[src/rtl/pt_walker_pkg.sv]
package pt_walker_pkg;

    localparam int PTE_W  = 32;
    localparam int PFN_W  = 24;
    localparam int PROT_W = 3;

    typedef enum logic [2:0] {
        ST_IDLE,
        ST_REQ,
        ST_WAIT,
        ST_CHECK,
        ST_FILL,
        ST_FAULT,
        ST_DONE
    } walk_state_e;

    typedef enum logic [1:0] {
        ACC_LOAD  = 2'd0,
        ACC_STORE = 2'd1,
        ACC_FETCH = 2'd2,
        ACC_RSVD  = 2'd3
    } access_e;

    typedef enum logic [1:0] {
        FLT_NONE    = 2'd0,
        FLT_ABSENT  = 2'd1,
        FLT_PERM    = 2'd2
    } fault_e;

    // Entry image: bit 31 present, 30:28 permissions, 27 shared, 23:0 frame
    typedef struct packed {
        logic              present;
        logic [PROT_W-1:0] perm;
        logic              shared;
        logic [2:0]        spare;
        logic [PFN_W-1:0]  frame;
    } pte_t;

    // perm[0] read, perm[1] write, perm[2] execute
    function automatic logic perm_allows(logic [PROT_W-1:0] perm, access_e acc);
        logic ok;
        case (acc)
            ACC_LOAD:  ok = perm[0];
            ACC_STORE: ok = perm[1];
            ACC_FETCH: ok = perm[2];
            default:   ok = 1'b0;
        endcase
        return ok;
    endfunction

endpackage

[src/rtl/pt_addr_gen.sv]
module pt_addr_gen #(
    parameter int VPN_W = 20,
    parameter int PA_W  = 32
) (
    input  logic [PA_W-1:0]  base_i,
    input  logic [VPN_W-1:0] vpn_i,
    output logic [PA_W-1:0]  addr_o
);
    localparam int OFF_W = VPN_W + 2;

    logic [PA_W-1:0] aligned_base;
    logic [PA_W-1:0] offset;
    logic [1:0]      unused_base_lo;

    assign aligned_base   = {base_i[PA_W-1:2], 2'b00};
    assign unused_base_lo = base_i[1:0];

    generate
        if (PA_W >= OFF_W) begin : g_pad
            if (PA_W > OFF_W) begin : g_wide
                assign offset = {{(PA_W-OFF_W){1'b0}}, vpn_i, 2'b00};
            end else begin : g_exact
                assign offset = {vpn_i, 2'b00};
            end
        end else begin : g_trunc
            logic [OFF_W-1:0] full_off;
            logic [OFF_W-PA_W-1:0] unused_off_hi;
            assign full_off      = {vpn_i, 2'b00};
            assign offset        = full_off[PA_W-1:0];
            assign unused_off_hi = full_off[OFF_W-1:PA_W];
        end
    endgenerate

    assign addr_o = aligned_base + offset;

endmodule

[src/rtl/pt_entry_check.sv]
module pt_entry_check
    import pt_walker_pkg::*;
(
    input  pte_t    pte_i,
    input  access_e access_i,
    output fault_e  verdict_o
);
    // Presence is judged first, permissions second.
    always_comb begin
        if (!pte_i.present)
            verdict_o = FLT_ABSENT;
        else if (!perm_allows(pte_i.perm, access_i))
            verdict_o = FLT_PERM;
        else
            verdict_o = FLT_NONE;
    end

endmodule

[src/rtl/pt_walk_fsm.sv]
module pt_walk_fsm
    import pt_walker_pkg::*;
(
    input  logic   clk,
    input  logic   rst,
    input  logic   miss_valid_i,
    input  logic   mem_rvalid_i,
    input  fault_e verdict_i,
    input  logic   fault_ack_i,
    output logic   miss_ready_o,
    output logic   accept_o,
    output logic   mem_req_o,
    output logic   pte_load_o,
    output logic   tlb_wr_o,
    output logic   retry_o,
    output logic   fault_valid_o,
    output fault_e fault_code_o
);
    walk_state_e state_q;
    logic        filled_q;

    always_ff @(posedge clk) begin
        if (rst) begin
            state_q      <= ST_IDLE;
            filled_q     <= 1'b0;
            fault_code_o <= FLT_NONE;
        end else begin
            case (state_q)
                ST_IDLE: begin
                    filled_q <= 1'b0;
                    if (miss_valid_i) state_q <= ST_REQ;
                end
                ST_REQ:  state_q <= ST_WAIT;
                ST_WAIT: if (mem_rvalid_i) state_q <= ST_CHECK;
                ST_CHECK: begin
                    if (verdict_i == FLT_NONE) begin
                        state_q <= ST_FILL;
                    end else begin
                        state_q      <= ST_FAULT;
                        fault_code_o <= verdict_i;
                    end
                end
                ST_FILL: begin
                    filled_q <= 1'b1;
                    state_q  <= ST_DONE;
                end
                ST_FAULT: begin
                    if (fault_ack_i) begin
                        fault_code_o <= FLT_NONE;
                        state_q      <= ST_DONE;
                    end
                end
                ST_DONE: state_q <= ST_IDLE;
                default: state_q <= ST_IDLE;
            endcase
        end
    end

    assign miss_ready_o  = (state_q == ST_IDLE);
    assign accept_o      = miss_ready_o && miss_valid_i;
    assign mem_req_o     = (state_q == ST_REQ);
    assign pte_load_o    = (state_q == ST_WAIT) && mem_rvalid_i;
    assign tlb_wr_o      = (state_q == ST_FILL);
    assign retry_o       = (state_q == ST_DONE) && filled_q;
    assign fault_valid_o = (state_q == ST_FAULT);

    AST_REQ_FOLLOWS_ACCEPT: assert property (@(posedge clk) disable iff (rst)
        accept_o |=> mem_req_o);
    AST_BUSY_NOT_READY: assert property (@(posedge clk) disable iff (rst)
        (mem_req_o || tlb_wr_o || fault_valid_o || retry_o) |-> !miss_ready_o);
    AST_FAULT_HELD: assert property (@(posedge clk) disable iff (rst)
        (fault_valid_o && !fault_ack_i) |=> (fault_valid_o && $stable(fault_code_o)));
    AST_RETRY_AFTER_WRITE: assert property (@(posedge clk) disable iff (rst)
        tlb_wr_o |=> retry_o);
    AST_RETRY_NEEDS_WRITE: assert property (@(posedge clk) disable iff (rst)
        retry_o |-> $past(tlb_wr_o));
    AST_WRITE_XOR_FAULT: assert property (@(posedge clk) disable iff (rst)
        !(tlb_wr_o && fault_valid_o));

endmodule

[src/rtl/pt_walker.sv]
module pt_walker
    import pt_walker_pkg::*;
#(
    parameter int VPN_W  = 20,
    parameter int ASID_W = 8,
    parameter int PA_W   = 32
) (
    input  logic              clk,
    input  logic              rst,
    input  logic              miss_valid,
    output logic              miss_ready,
    input  logic [VPN_W-1:0]  miss_vpn,
    input  logic [ASID_W-1:0] miss_asid,
    input  logic [1:0]        miss_access,
    input  logic [PA_W-1:0]   ptbr,
    output logic              mem_req,
    output logic [PA_W-1:0]   mem_addr,
    input  logic              mem_rvalid,
    input  logic [PTE_W-1:0]  mem_rdata,
    output logic              tlb_wr,
    output logic [VPN_W-1:0]  tlb_vpn,
    output logic [ASID_W-1:0] tlb_asid,
    output logic [PFN_W-1:0]  tlb_pfn,
    output logic [PROT_W-1:0] tlb_prot,
    output logic              tlb_global,
    output logic              retry,
    output logic              fault_valid,
    output logic [1:0]        fault_code,
    input  logic              fault_ack
);
    logic              accept;
    logic              pte_load;
    logic [VPN_W-1:0]  vpn_q;
    logic [ASID_W-1:0] asid_q;
    access_e           acc_q;
    pte_t              pte_q;
    fault_e            verdict;
    fault_e            code_e;

    always_ff @(posedge clk) begin
        if (rst) begin
            vpn_q  <= '0;
            asid_q <= '0;
            acc_q  <= ACC_LOAD;
            pte_q  <= '0;
        end else begin
            if (accept) begin
                vpn_q  <= miss_vpn;
                asid_q <= miss_asid;
                acc_q  <= access_e'(miss_access);
            end
            if (pte_load) pte_q <= pte_t'(mem_rdata);
        end
    end

    pt_addr_gen #(
        .VPN_W (VPN_W),
        .PA_W  (PA_W)
    ) u_addr (
        .base_i (ptbr),
        .vpn_i  (vpn_q),
        .addr_o (mem_addr)
    );

    pt_entry_check u_check (
        .pte_i     (pte_q),
        .access_i  (acc_q),
        .verdict_o (verdict)
    );

    pt_walk_fsm u_fsm (
        .clk           (clk),
        .rst           (rst),
        .miss_valid_i  (miss_valid),
        .mem_rvalid_i  (mem_rvalid),
        .verdict_i     (verdict),
        .fault_ack_i   (fault_ack),
        .miss_ready_o  (miss_ready),
        .accept_o      (accept),
        .mem_req_o     (mem_req),
        .pte_load_o    (pte_load),
        .tlb_wr_o      (tlb_wr),
        .retry_o       (retry),
        .fault_valid_o (fault_valid),
        .fault_code_o  (code_e)
    );

    assign fault_code = code_e;
    assign tlb_vpn    = vpn_q;
    assign tlb_asid   = asid_q;
    assign tlb_pfn    = pte_q.frame;
    assign tlb_prot   = pte_q.perm;
    assign tlb_global = pte_q.shared;

    AST_ADDR_ALIGNED: assert property (@(posedge clk) disable iff (rst)
        mem_req |-> (mem_addr[1:0] == 2'b00));
    AST_FILL_PRESENT: assert property (@(posedge clk) disable iff (rst)
        tlb_wr |-> pte_q.present);
    AST_CODE_IDLE_ZERO: assert property (@(posedge clk) disable iff (rst)
        !fault_valid |-> (fault_code == 2'd0));

endmodule

[config.mk]
export PLATFORM = sky130hd
export DESIGN_NAME = pt_walker
export DESIGN_NICKNAME = d
export VERILOG_FILES = /design/src/rtl/pt_walker_pkg.sv /design/src/rtl/pt_addr_gen.sv /design/src/rtl/pt_entry_check.sv /design/src/rtl/pt_walk_fsm.sv /design/src/rtl/pt_walker.sv
export SDC_FILE = /design/constraint.sdc
export NUM_CORES = 1
export LEC_CHECK = 0
export BUFFER_PORTS_ARGS = -buffer_cell sky130_fd_sc_hd__clkbuf_2
export CORE_MARGIN = 5
export CORE_UTILIZATION = 25
export CTS_BUF_LIST = sky130_fd_sc_hd__clkbuf_2
export DETAILED_ROUTE_END_ITERATION = 10
export PLACE_DENSITY = 0.53
export REMOVE_ABC_BUFFERS = 1
export SYNTH_ARGS = -nofsm -noshare
export SYNTH_HDL_FRONTEND = slang
export SYNTH_SLANG_ARGS = --single-unit
[constraint.sdc]
create_clock -name clk -period 3.4 [get_ports clk]
set_input_delay 0.51 -clock clk [delete_from_list [all_inputs] [get_ports clk]]
set_output_delay 0.51 -clock clk [all_outputs]
set_load 0.05 [all_outputs]
# --- Word level (Yosys, flattened, before mapping) ---
# Cells that the tools add are included.
totals:
  reg_bits: 65
  inputBits: 99
  out_inout_bits: 95
  wordCells: 46
classes:
  addsub: 1
  n_eq_ne: 12
  muxes: 13
  reduce_logical: 10
ops:
  columns: ["operator", "n"]
  rows:
  - ["32-bit by 22-bit adder with 32-bit output", 1]
  - ["3-bit case mux with 6 select lines", 1]
  - ["3-bit equality test, second input constant", 3]
  - ["3-bit two-way mux", 3]
  - ["2-bit two-way mux", 4]
  - ["3-bit by 2-bit equality test with 1-bit output, second input constant", 2]
  - ["2-bit != test, second input constant", 3]
  - ["3-bit AND reduction", 2]
  - ["2-bit logical NOT", 2]
  - ["2-bit case mux with 2 select lines", 1]
  - ["2-bit nonzero test", 2]
  - ["3-bit by 1-bit equality test with 1-bit output, second input constant", 1]
  - ["1-bit logical AND", 3]
  - ["3-bit logical NOT", 1]
  - ["1-bit case mux with 3 select lines", 1]
  - ["2-bit by 1-bit equality test with 1-bit output, second input constant", 1]
  - ["2-bit equality test, second input constant", 1]
  - ["1-bit two-way mux", 2]
  - ["2-bit by 1-bit != test with 1-bit output, second input constant", 1]
  - ["1-bit case mux with 2 select lines", 1]

# --- Longest topological paths before layout ---
# Gate-level depths: netlist of run 1.
depth:
  depth_word: 8
  mapped_depth: 8
  ltp_nobuf: 8

# --- By module ---
# From an unflattened synthesis of run 1, not the netlist that was laid out.
hier_totals:
  cells_unflattened: 500
  hier_area_um2: 4325.4
by_module_without_submodules:
  columns: ["module", "n_inst", "cells_per_inst", "area_per_inst_um2", "seq_area_each_um2"]
  rows:
  - ["pt_walker", 1, 228, 2456.1, 1241.2]
  - ["pt_addr_gen", 1, 225, 1491.4, 0.0]
  - ["pt_walk_fsm", 1, 43, 349.1, 120.1]
  - ["pt_entry_check", 1, 4, 28.8, 0.0]

# --- Least setup slack after synthesis of run 1 ---
# OpenSTA, ideal clock, no wires.
synth_path:
  path_type: "flip-flop to output port"
  start: "reg vpn_q[14], in the netlist tlb_vpn[14]"
  end: "out mem_addr[19]"
  arrival_time_ns: 3.101
  required_time_ns: 2.890
  setup_slack_ns: -0.211
  stages_incl_launch_ff: 8
  n_path_buf: 1
  path_cell_list: "dfxtp_1 ha_1 buf_2 a21oi_1 o21bai_1 a21oi_1 mux2_2 a311oi_1"
synth_between:
  elab_chain_cells: 1
synth_lines:
  columns: ["element", "line_no", "source"]
  rows:
  - ["start: declaration", "pt_walker.sv:33", "logic [VPN_W-1:0] vpn_q;"]
  - ["start signal: assignment", "pt_walker.sv:48", "vpn_q <= miss_vpn;"]
  - ["32-bit by 22-bit adder with 32-bit output", "pt_addr_gen.sv:34", "assign addr_o = aligned_base + offset;"]
  - ["end: declaration", "pt_walker.sv:17", "output logic [PA_W-1:0] mem_addr,"]
# Every way passes these cells.

# --- Worst setup path after layout of run 1 ---
layout_path:
  start: "reg vpn_q[0], in the netlist tlb_vpn[0]"
  end: "out mem_addr[14]"
# Same word-level chain as after synthesis.

==> results.md, run 1 <==
- CP Capture Type: primary output
- Final setup skew: about 0.021 ns
- CTS tree: done
- Clk sinks: 65
- Avg Cell Area, Syn: 7.63 um^2
- WL/cell: 14.1 um
- Critical path data arrival time: 2.73 ns
- Total global routing overflow: 0
- FP Rows: 45
- Worst-skew pair later-pin latency: 0.49 ns
- Worst setup path class: flop to primary output
- CTS H-Tree Depth: 3
- Largest net degree at the start of global routing: 40
- Finished Cell Area: between 5000 and 6000 um^2
- DP Wirelength: 9170 um
- Nets@finish: 777
- Area delta synth->final: 35.4%
- Vias: 3,909
- CP startpoint: tlb_vpn[0]
- Share of the synthesized area in the top cell type: 0.340
- RSZ-0062 raised after global routing: true
- Synth Area in XOR/XNOR: 0.0594
- Starting Density: 0.254
- Multiplexer share of the synthesized area: 0.00555
- DR iter-0 viols: roughly 150
- Layout cell share with drive strength beyond 1: 0.390
- IO Count: a little under 200
- Num CTS Buffers: 9
- DR pass1 iterations: 4
- Die height: about 130 um
- Crit-path max FO: 3
- Post-Synthesis Cells: roughly 500
- Netlist cell types: 58
- Seq/Total Area, Yosys: 0.340
- Fmax: 0.309 GHz
- Synth Area in Simple Gates: 0.216
- Reg2reg path depth: 4
- Top post-synthesis cells by area: dfxtp_1 34%, nand2_1 13%, a21oi_1 10%
- Post-synth EDFFs: 0
- Setup TNS: 0 ns
- Commonest cells in the netlist: 136 x nand2_1, 80 x a21oi_1, 65 x dfxtp_1
- Remaining DRCs: 0
- Finished Layout Cells: 850
- Largest family of logic cells by synthesized area: compound AO/OA/AOI/OAI gates
- First-pass GRT wire length: 18,600 um
- Slew margin rel.: 0.293
- Top_reg_cell synth: dfxtp_1
- Clk pin slew, worst setup/hold paths: 0.20 ns
- Reg-to-Reg End: tlb_global
- DIE WIDTH: 134 um
- Worst EP required: 2.89 ns
- Initial antenna violation count: 0
- Final Util: 0.344
- Die ar.: around 18,000 um^2
- Routed wire length: ~12,000 um
- Post-synth ARST share: 0
- Hold Vio Cnt, Final: 0
- Synth Area in Compound Gates: 0.218
- Port-buffer cells: 186
- Adder-cell share of the synthesized area: 0.0705
- Peak supply drop: 0.000199 V
- Final-report setup violation count: 0
- Dpl cell area: 4780 um^2
- Leak: 0.00236 uW
- Tcrit/Tclk final: 0.952
- Max-cap violations: 0
- Clock Tree Root: clkbuf_2
- GP Congestion: 0.775
- Cells after DPL: 830
- Design Power: 2920 uW
- Clk buf depth: 2
- Core footprint: roughly 15,000 um^2
- HP Class: input pin to flop
- Worst hold stages: 3
- RR Startpoint: u_fsm.state_q[1]
- Ys Warns: 0
- Cell Pwr Density: 562 nW/um^2
- Outcome: complete, no violations
- GRT Total Usage: 0.126
- Vias in the first global route: between 3k and 4k
- Worst setup path end: mem_addr[14]
- Via-to-Cell Ratio: 4.60
- Cell with the most instances after synthesis: nand2_1
- Antenna Cells: 0
- Worst-Margin Slew: 1.06 ns
- Mapped cell area: 3830 um^2
- Cell taking the most area after synthesis: dfxtp_1
- Max Slew Vio Count: 0
- Synthesis-stage register bit count: 65
- Fin crit period: 3.24 ns
- Antenna Nets Post-Route: 0
- Critical Path Source Type: flop
- Worst reg-to-reg setup slack: 1.37 ns
[cell usage in the layout, fill, tap and decap left out, types with 7 or more instances in the layout]
| cell type | count |
|---|---|
| buf_4 | 19 |
| a21o_1 | 11 |
| nor2_1 | 15 |
| clkbuf_2 | 180 |
| dfxtp_2 | 7 |
| nand2_1 | 135 |
| ha_1 | 10 |
| xnor2_1 | 19 |
| xor2_1 | 7 |
| a21oi_1 | 77 |
| dfxtp_1 | 57 |
[final cells by class]
type | instances | area (um^2)
timing repair buffer | 198 | 1090
tap | 188 | 235
sequential | 65 | 1310
fill | 1673 | 9900
inverter | 5 | 18.8
multi-input combinational | 378 | 2380
clock buffer | 9 | 45.0
clock inverter | 7 | 109
[per-layer routing]
metal	wire length, um	part of all wire	track usage
met1	5070	0.42	0.148
met2	5740	0.48	0.215
met3	949	0.079	0.0454
met4	201	0.017	0.0406
met5	0	0	0
[registers in the layout, indices dropped and copies added, names as in the netlist]
| name | count |
|---|---|
| tlb_prot | 3 |
| tlb_pfn | 24 |
| tlb_vpn | 20 |
| u_fsm.state_q | 3 |
| tlb_asid | 8 |
| pte_q | 1 |
| acc_q | 2 |
| tlb_global | 1 |
| u_fsm.fault_code_o | 2 |
| u_fsm.filled_q | 1 |
[critical path: stages, from the launching register on]
cell and delay [ns]:
dfxtp_2 0.38, ha_4 0.17, fa_2 0.43, a211oi_4 0.28
o21ai_2 0.11, a21boi_2 0.17, o21ai_2 0.11, nor4_2 0.22
a311o_1 0.20, buf_12 0.15
[through the flow]
stage	setup slack, ns	hold slack [ns]
global route	-0.0996	0.0935
detailed placement	0.0241	0.446
floorplan	-0.203	0.443
global placement	0.0390	0.443
finish	0.163	0.193
CTS	0.00375	0.0977
[worst min-delay path by stage]
stage / start / slack (ns) / end
floorplan: u_fsm.filled_q / 0.44 / u_fsm.filled_q
global placement: tlb_global / 0.44 / tlb_global
detailed placement: tlb_asid[5] / 0.45 / tlb_asid[5]
CTS: miss_vpn[9] / 0.1 / tlb_vpn[9]
global route: miss_vpn[9] / 0.09 / tlb_vpn[9]
finish: miss_vpn[9] / 0.19 / tlb_vpn[9]
[power by group]
| part | internal [uW] | total (uW) | switching (uW) |
|---|---|---|---|
| clock network | 310 | 606 | 296 |
| logic | 421 | 1400 | 974 |
| registers | 840 | 915 | 75.7 |
[timing repair]
| item | in CTS | in global routing |
|---|---|---|
| gates cloned | 0 | 0 |
| pin swaps | 3 | 15 |
| gates resized for setup | 23 | 52 |
| buffers inserted | 1 | 3 |
| hold buffers | 0 | 0 |
| setup endpoints to repair | 17 | 20 |
[logic make-up after synthesis]
group | after synthesis
AO/OA/AOI/OAI | 136
XOR/XNOR | 26
adder cells (fa/ha/maj) | 21
buffers and inverters | 60
flip-flops | 65
multiplexers | 2
other | 1
AND/OR/NAND/NOR | 191
No activity file was read; power rests on OpenSTA's default activity.
==> inputs of run 2 (changes only) <==
--- a/config.mk
+++ b/config.mk
@@ -11,7 +11,6 @@
 export CTS_BUF_LIST = sky130_fd_sc_hd__clkbuf_2
 export DETAILED_ROUTE_END_ITERATION = 10
 export PLACE_DENSITY = 0.53
-export REMOVE_ABC_BUFFERS = 1
 export SYNTH_ARGS = -nofsm -noshare
 export SYNTH_HDL_FRONTEND = slang
 export SYNTH_SLANG_ARGS = --single-unit
==> results.md, run 2 (synthesis results as in run 1) <==
- Critical path data arrival time: 2.72 ns (about the same)
- Vias in the first global route: 3,782 (-0.97%)
- Clk sinks: 65 (unchanged)
- Antenna Cells: 0 (unchanged)
- Dpl cell area: 4780 um^2 (+0.18%)
- DP Wirelength: 9370 um (+2.2%)
- IO Count: 194 (unchanged)
- Nets@finish: 777 (unchanged)
- Final worst hold slack: 0.219 ns (+0.0259 ns)
- Peak supply drop: 0.000194 V (-2.8%)
- Commonest non-fill, non-tap cells in the layout: 184 x clkbuf_2, 135 x nand2_1, 78 x a21oi_1, 61 x dfxtp_1, 19 x xnor2_1
- Reg-to-Reg End: tlb_pfn[10]
- CTS H-Tree Depth: 3 (unchanged)
- RSZ-0062 raised after global routing: true
- Layout cell share with drive strength beyond 1: 0.369 (-0.0211)
- Reg2reg path depth: 5 (+1)
- Crit-path max FO: 5 (+2)
- DR pass1 iterations: 4 (unchanged)
- Remaining DRCs: 0 (unchanged)
- Leak: 0.00232 uW (-1.5%)
- Fmax: 0.310 GHz (+0.23%)
- Worst setup path class: flop to primary output
- Hold Vio Cnt, Final: 0 (unchanged)
- Antenna Nets Post-Route: 0 (unchanged)
- Die ar.: 17,900 um^2 (unchanged)
- Slew margin rel.: 0.422 (+0.129)
- Fin crit period: 3.23 ns (-0.00743 ns)
- DR iter-0 viols: 161 (+8.8%)
- CP Capture Type: primary output
- Critical Path Source Type: flop
- Worst reg-to-reg setup slack: 1.45 ns (+0.08 ns)
- FP Rows: 45 (unchanged)
- Routed wire length: 11,900 um (-0.48%)
- Max reg flops: 24 (unchanged)
- Worst setup path end: mem_addr[30]
- Final-report setup violation count: 0 (unchanged)
- First-pass GRT wire length: 18,800 um (+0.89%)
- CP startpoint: tlb_vpn[0]
- Leading cell type in the layout, fill and taps excluded: clkbuf_2
- Largest net degree at the start of global routing: 38 (-5.0%)
- Worst-Margin Slew: 0.862 ns (-0.198 ns)
- Final setup skew: 0.0178 ns (-0.00271 ns)
- Core footprint: 15,100 um^2 (unchanged)
- CTS tree: done
- Post-CTS Hold Buffers: 0 (unchanged)
- RR Startpoint: u_fsm.state_q[1]
- Outcome: complete, no violations
- HP Start: mem_rdata[0]
- Clock Tree Root: clkbuf_2
- Max Slew Vio Count: 0 (unchanged)
- Worst-skew pair later-pin latency: 0.48 ns (about the same)
- GRT Total Usage: 0.127 (+0.000936)
- Cell Pwr Density: 524 nW/um^2 (-6.7%)
- Clk buf depth: 2 (unchanged)
- Die height: 134 um (unchanged)
- Finished Cell Area: 5020 um^2 (-3.3%)
- Vias: 3,867 (-1.1%)
- Starting Density: 0.254 (unchanged)
- Fillers: 1,698 (+1.5%)
- Initial antenna violation count: 0 (unchanged)
- Tcrit/Tclk final: 0.950 (-0.00218)
- Total global routing overflow: 0 (unchanged)
- Via-to-Cell Ratio: 4.55 (-1.1%)
- DIE WIDTH: 134 um (unchanged)
- Setup TNS: 0 ns (unchanged)
- Port-buffer cells: 186 (unchanged)
- WL/cell: 14.0 um (-0.48%)
- HP Class: input pin to flop
- Area delta synth->final: 31.0%
- Worst EP required: 2.89 ns (about the same)
- GP Congestion: 0.808 (+4.2%)
- Max-cap violations: 0 (unchanged)
- Num CTS Buffers: 9 (unchanged)
- Clk pin slew, worst setup/hold paths: 0.18 ns (-0.02 ns)
[run 2: changes by cell type in the layout (fill, tap and decap cells not counted), moves of 3 or more]
cell	before	now
clkbuf_2	180	184
dfxtp_2	7	4
dfxtp_1	57	61
ha_4	5	1
ha_1	10	15
bufinv_16	3	0
clkinv_2	0	3
buf_4	19	13
[run 2: what timing repair did]
item | in CTS | in global routing
setup endpoints to repair | 17 | 15
buffers inserted | 0 | 3
gates resized for setup | 17 | 34
pin swaps | 3 | 11
[run 2: power breakdown]
group          total, uW  internal, uW  switching, uW
Sequential           913           838           74.8
Clock                365          94.5            270
Combinational       1350           394            960
[run 2: worst max-delay path, stage by stage, from the launching register on]
cell       delay, ns
dfxtp_2         0.38
ha_4            0.16
fa_2            0.42
a211oi_4        0.28
o21ai_2         0.10
nand2_2         0.11
a211oi_2        0.07
buf_4           0.17
o2111ai_2       0.19
xnor2_1         0.15
clkbuf_8        0.21
[run 2: worst min path at each step]
stage                             end  slack, ns  cells past startpoint
after floorplan            tlb_pfn[0]       0.44                      2
after global placement    tlb_asid[7]       0.44                      2
after detailed placement   tlb_pfn[0]       0.45                      2
after CTS                 tlb_pfn[13]       0.13                      3
after global routing      tlb_pfn[20]       0.13                      3
final                      tlb_pfn[0]       0.22                      3
[run 2: cell type report]
cell class                 count  area (um^2)  share of cell area
clock buffer                  11         55.1              0.0110
clock inverter                 5         22.5             0.00449
inverter                       5         18.8             0.00374
multi-input combinational    378         2290               0.456
sequential                    65         1310               0.260
tap                          188          235              0.0469
timing repair buffer         198         1090               0.218
[run 2: layer usage]
layer	global-route usage	routed length (um)
met4	0.0343	93
met2	0.214	5620
met3	0.0469	1010
met5	0	0
met1	0.154	5180
[run 2: metrics by stage]
stage | util | total power, uW | std cells | worst slack (ns)
4_1_cts | 0.326 | 2660 | 847 | 0.0117
6_report | 0.333 | 2630 | 850 | 0.170
2_1_floorplan | - | 1930 | 503 | 0.0512
3_3_place_gp | 0.317 | 2250 | 831 | 0.0818
3_5_place_dp | 0.317 | 2250 | 831 | 0.0605
5_1_grt | 0.333 | 2820 | 850 | -0.0378
==> inputs of run 3 (changes only) <==
--- a/config.mk
+++ b/config.mk
@@ -10,6 +10,8 @@
 export CORE_UTILIZATION = 25
 export CTS_BUF_LIST = sky130_fd_sc_hd__clkbuf_2
 export DETAILED_ROUTE_END_ITERATION = 10
+export HOLD_SLACK_MARGIN = 0.05
+export MAX_ROUTING_LAYER = met4
 export PLACE_DENSITY = 0.53
 export SYNTH_ARGS = -nofsm -noshare
 export SYNTH_HDL_FRONTEND = slang
==> results.md, run 3 (synthesis results as in run 1) <==
- Outcome: complete, no violations
- Vias: 3,881 (+0.36%)
- Routed wire length: 11,900 um (+0.31%)
- IO Count: 194 (unchanged)
- Max-cap violations: 0 (unchanged)
- Post-CTS Hold Buffers: 0 (unchanged)
- Antenna Nets Post-Route: 0 (unchanged)
- Register area: 1310 um^2 (unchanged)
- Tcrit/Tclk final: 0.951 (+0.00154)
- Design Power: 2630 uW (about the same)
- Worst path cell trace: ha_4 -> fa_2 -> a211oi_4 -> o21ai_2 -> nand2_2 -> a211oi_2 -> buf_4 -> o2111ai_2 -> xnor2_1 -> clkbuf_8
- Crit-path max FO: 5 (unchanged)
- First-pass GRT wire length: 18,700 um (-0.18%)
- GRT Total Usage: 0.131 (+0.00372)
- DP Wirelength: 9370 um (unchanged)
- Via-to-Cell Ratio: 4.57 (+0.36%)
- Vias in the first global route: 3,788 (+0.16%)
- Critical Path Max Stage Delay: 0.42 ns (about the same)
- Fillers: 1,698 (unchanged)
- Num CTS Buffers: 9 (unchanged)
- Starting Density: 0.254 (unchanged)
- Core footprint: 15,100 um^2 (unchanged)
- Worst setup path class: flop to primary output
- DR pass1 iterations: 4 (unchanged)
- Clk buf depth: 2 (unchanged)
- Die ar.: 17,900 um^2 (unchanged)
- Cell Pwr Density: 525 nW/um^2 (about the same)
- Slowest cell on the critical path: fa_2
- RSZ-0062 raised after global routing: true
- Place WS: 0.0605 ns (unchanged)
- Slew margin rel.: 0.436 (+0.0132)
- Setup ws final: 0.165 ns (-0.00522 ns)
- Setup TNS: 0 ns (unchanged)
- Final setup skew: 0.0202 ns (+0.00241 ns)
- Clk pin slew, worst setup/hold paths: 0.18 ns (about the same)
- Port-buffer cells: 186 (unchanged)
- Final Util: 0.333 (unchanged)
- Antenna Cells: 0 (unchanged)
- HP Class: input pin to flop
- Fin crit period: 3.24 ns (+0.00522 ns)
- Max reg flops: 24 (unchanged)
- Layout cell share with drive strength beyond 1: 0.369 (unchanged)
- Worst-Margin Slew: 0.842 ns (-0.0197 ns)
- CP Capture Type: primary output
- Nets@finish: 777 (unchanged)
- Total global routing overflow: 0 (unchanged)
- Hold Vio Cnt, Final: 0 (unchanged)
- Leak: 0.00232 uW (unchanged)
- CTS H-Tree Depth: 3 (unchanged)
- Worst EP required: 2.89 ns (about the same)
- Critical Path Source Type: flop
- WL/cell: 14.0 um (+0.31%)
- DIE WIDTH: 134 um (unchanged)
- Fmax: 0.309 GHz (-0.16%)
- Die height: 134 um (unchanged)
- Max Slew Vio Count: 0 (unchanged)
- Peak supply drop: 0.000195 V (+0.74%)
- FP Rows: 45 (unchanged)
- Final-report setup violation count: 0 (unchanged)
- Largest net degree at the start of global routing: 38 (unchanged)
- Worst-skew pair later-pin latency: 0.49 ns (about the same)
- Initial antenna violation count: 0 (unchanged)
- Finished Cell Area: 5020 um^2 (unchanged)
- Clk sinks: 65 (unchanged)
- Area delta synth->final: 31.0% (unchanged)
- DR iter-0 viols: 172 (+6.8%)
- Remaining DRCs: 0 (unchanged)
- Commonest non-fill, non-tap cells in the layout: 184 x clkbuf_2, 135 x nand2_1, 78 x a21oi_1, 61 x dfxtp_1, 19 x xnor2_1
- Clock Tree Root: clkbuf_2
- Dpl cell area: 4780 um^2 (unchanged)
- Area of the multi-input gates: 2290 um^2 (unchanged)
- Leading cell type in the layout, fill and taps excluded: clkbuf_2
- CP top delay family: compound AO/OA/AOI/OAI gates
- GP Congestion: 0.820 (+1.5%)
- CTS tree: done
- Worst path buffer plus inverter count: 2 (unchanged)
- Critical path data arrival time: 2.73 ns (about the same)
-- run 3: cell counts in the layout (fill, tap and decap cells not counted) --
No cell type changed its count.
-- run 3: cell type report --
class | count | share of cell area
Timing Repair Buffer | 198 | 0.218
Clock buffer | 11 | 0.0110
Multi-Input combinational cell | 378 | 0.456
Sequential cell | 65 | 0.260
Inverter | 5 | 0.00374
Tap cell | 188 | 0.0469
Clock inverter | 5 | 0.00449
-- run 3: repair_timing --
item / CTS / global route
endpoints found under the setup margin: 17 / 15
gates resized for setup: 17 / 34
pin swaps: 3 / 11
buffers inserted: 0 / 3
-- run 3: worst paths after layout --
kind | start | to | slack (ns) | cells after the start
worst min-delay path | mem_rdata[21] | tlb_pfn[21] | 0.21 | 3
worst max-delay path | tlb_vpn[0] | mem_addr[30] | 0.16 | 10
worst min register to register | tlb_pfn[8] | tlb_pfn[8] | 0.47 | 2
worst max register to register | u_fsm.state_q[1] | tlb_pfn[10] | 1.46 | 5
-- run 3: worst min-delay path: cells and delay by family --
| family | cells | cell delay (ns) |
|---|---|---|
| AND/OR/NAND/NOR | 1 | 0.04 |
| AO/OA/AOI/OAI | 1 | 0.05 |
| buffers and inverters | 1 | 0.08 |
-- run 3: power breakdown --
group          switching (uW)  internal [uW]
Combinational             960            394
Sequential               75.0            838
Clock                     273           94.4
Total                    1310           1330
-- run 3: through the flow --
stage          cells  hold slack [ns]
2_1_floorplan    503            0.437
3_3_place_gp     831            0.443
3_5_place_dp     831            0.447
4_1_cts          847            0.131
5_1_grt          850            0.131
6_report         850            0.211
-- run 3: layer usage --
| layer | wire [um] | GRT usage |
|---|---|---|
| met3 | 805 | 0.0349 |
| met2 | 5670 | 0.214 |
| met5 | 0 | - |
| met1 | 5380 | 0.161 |
| met4 | 82 | 0.0343 |
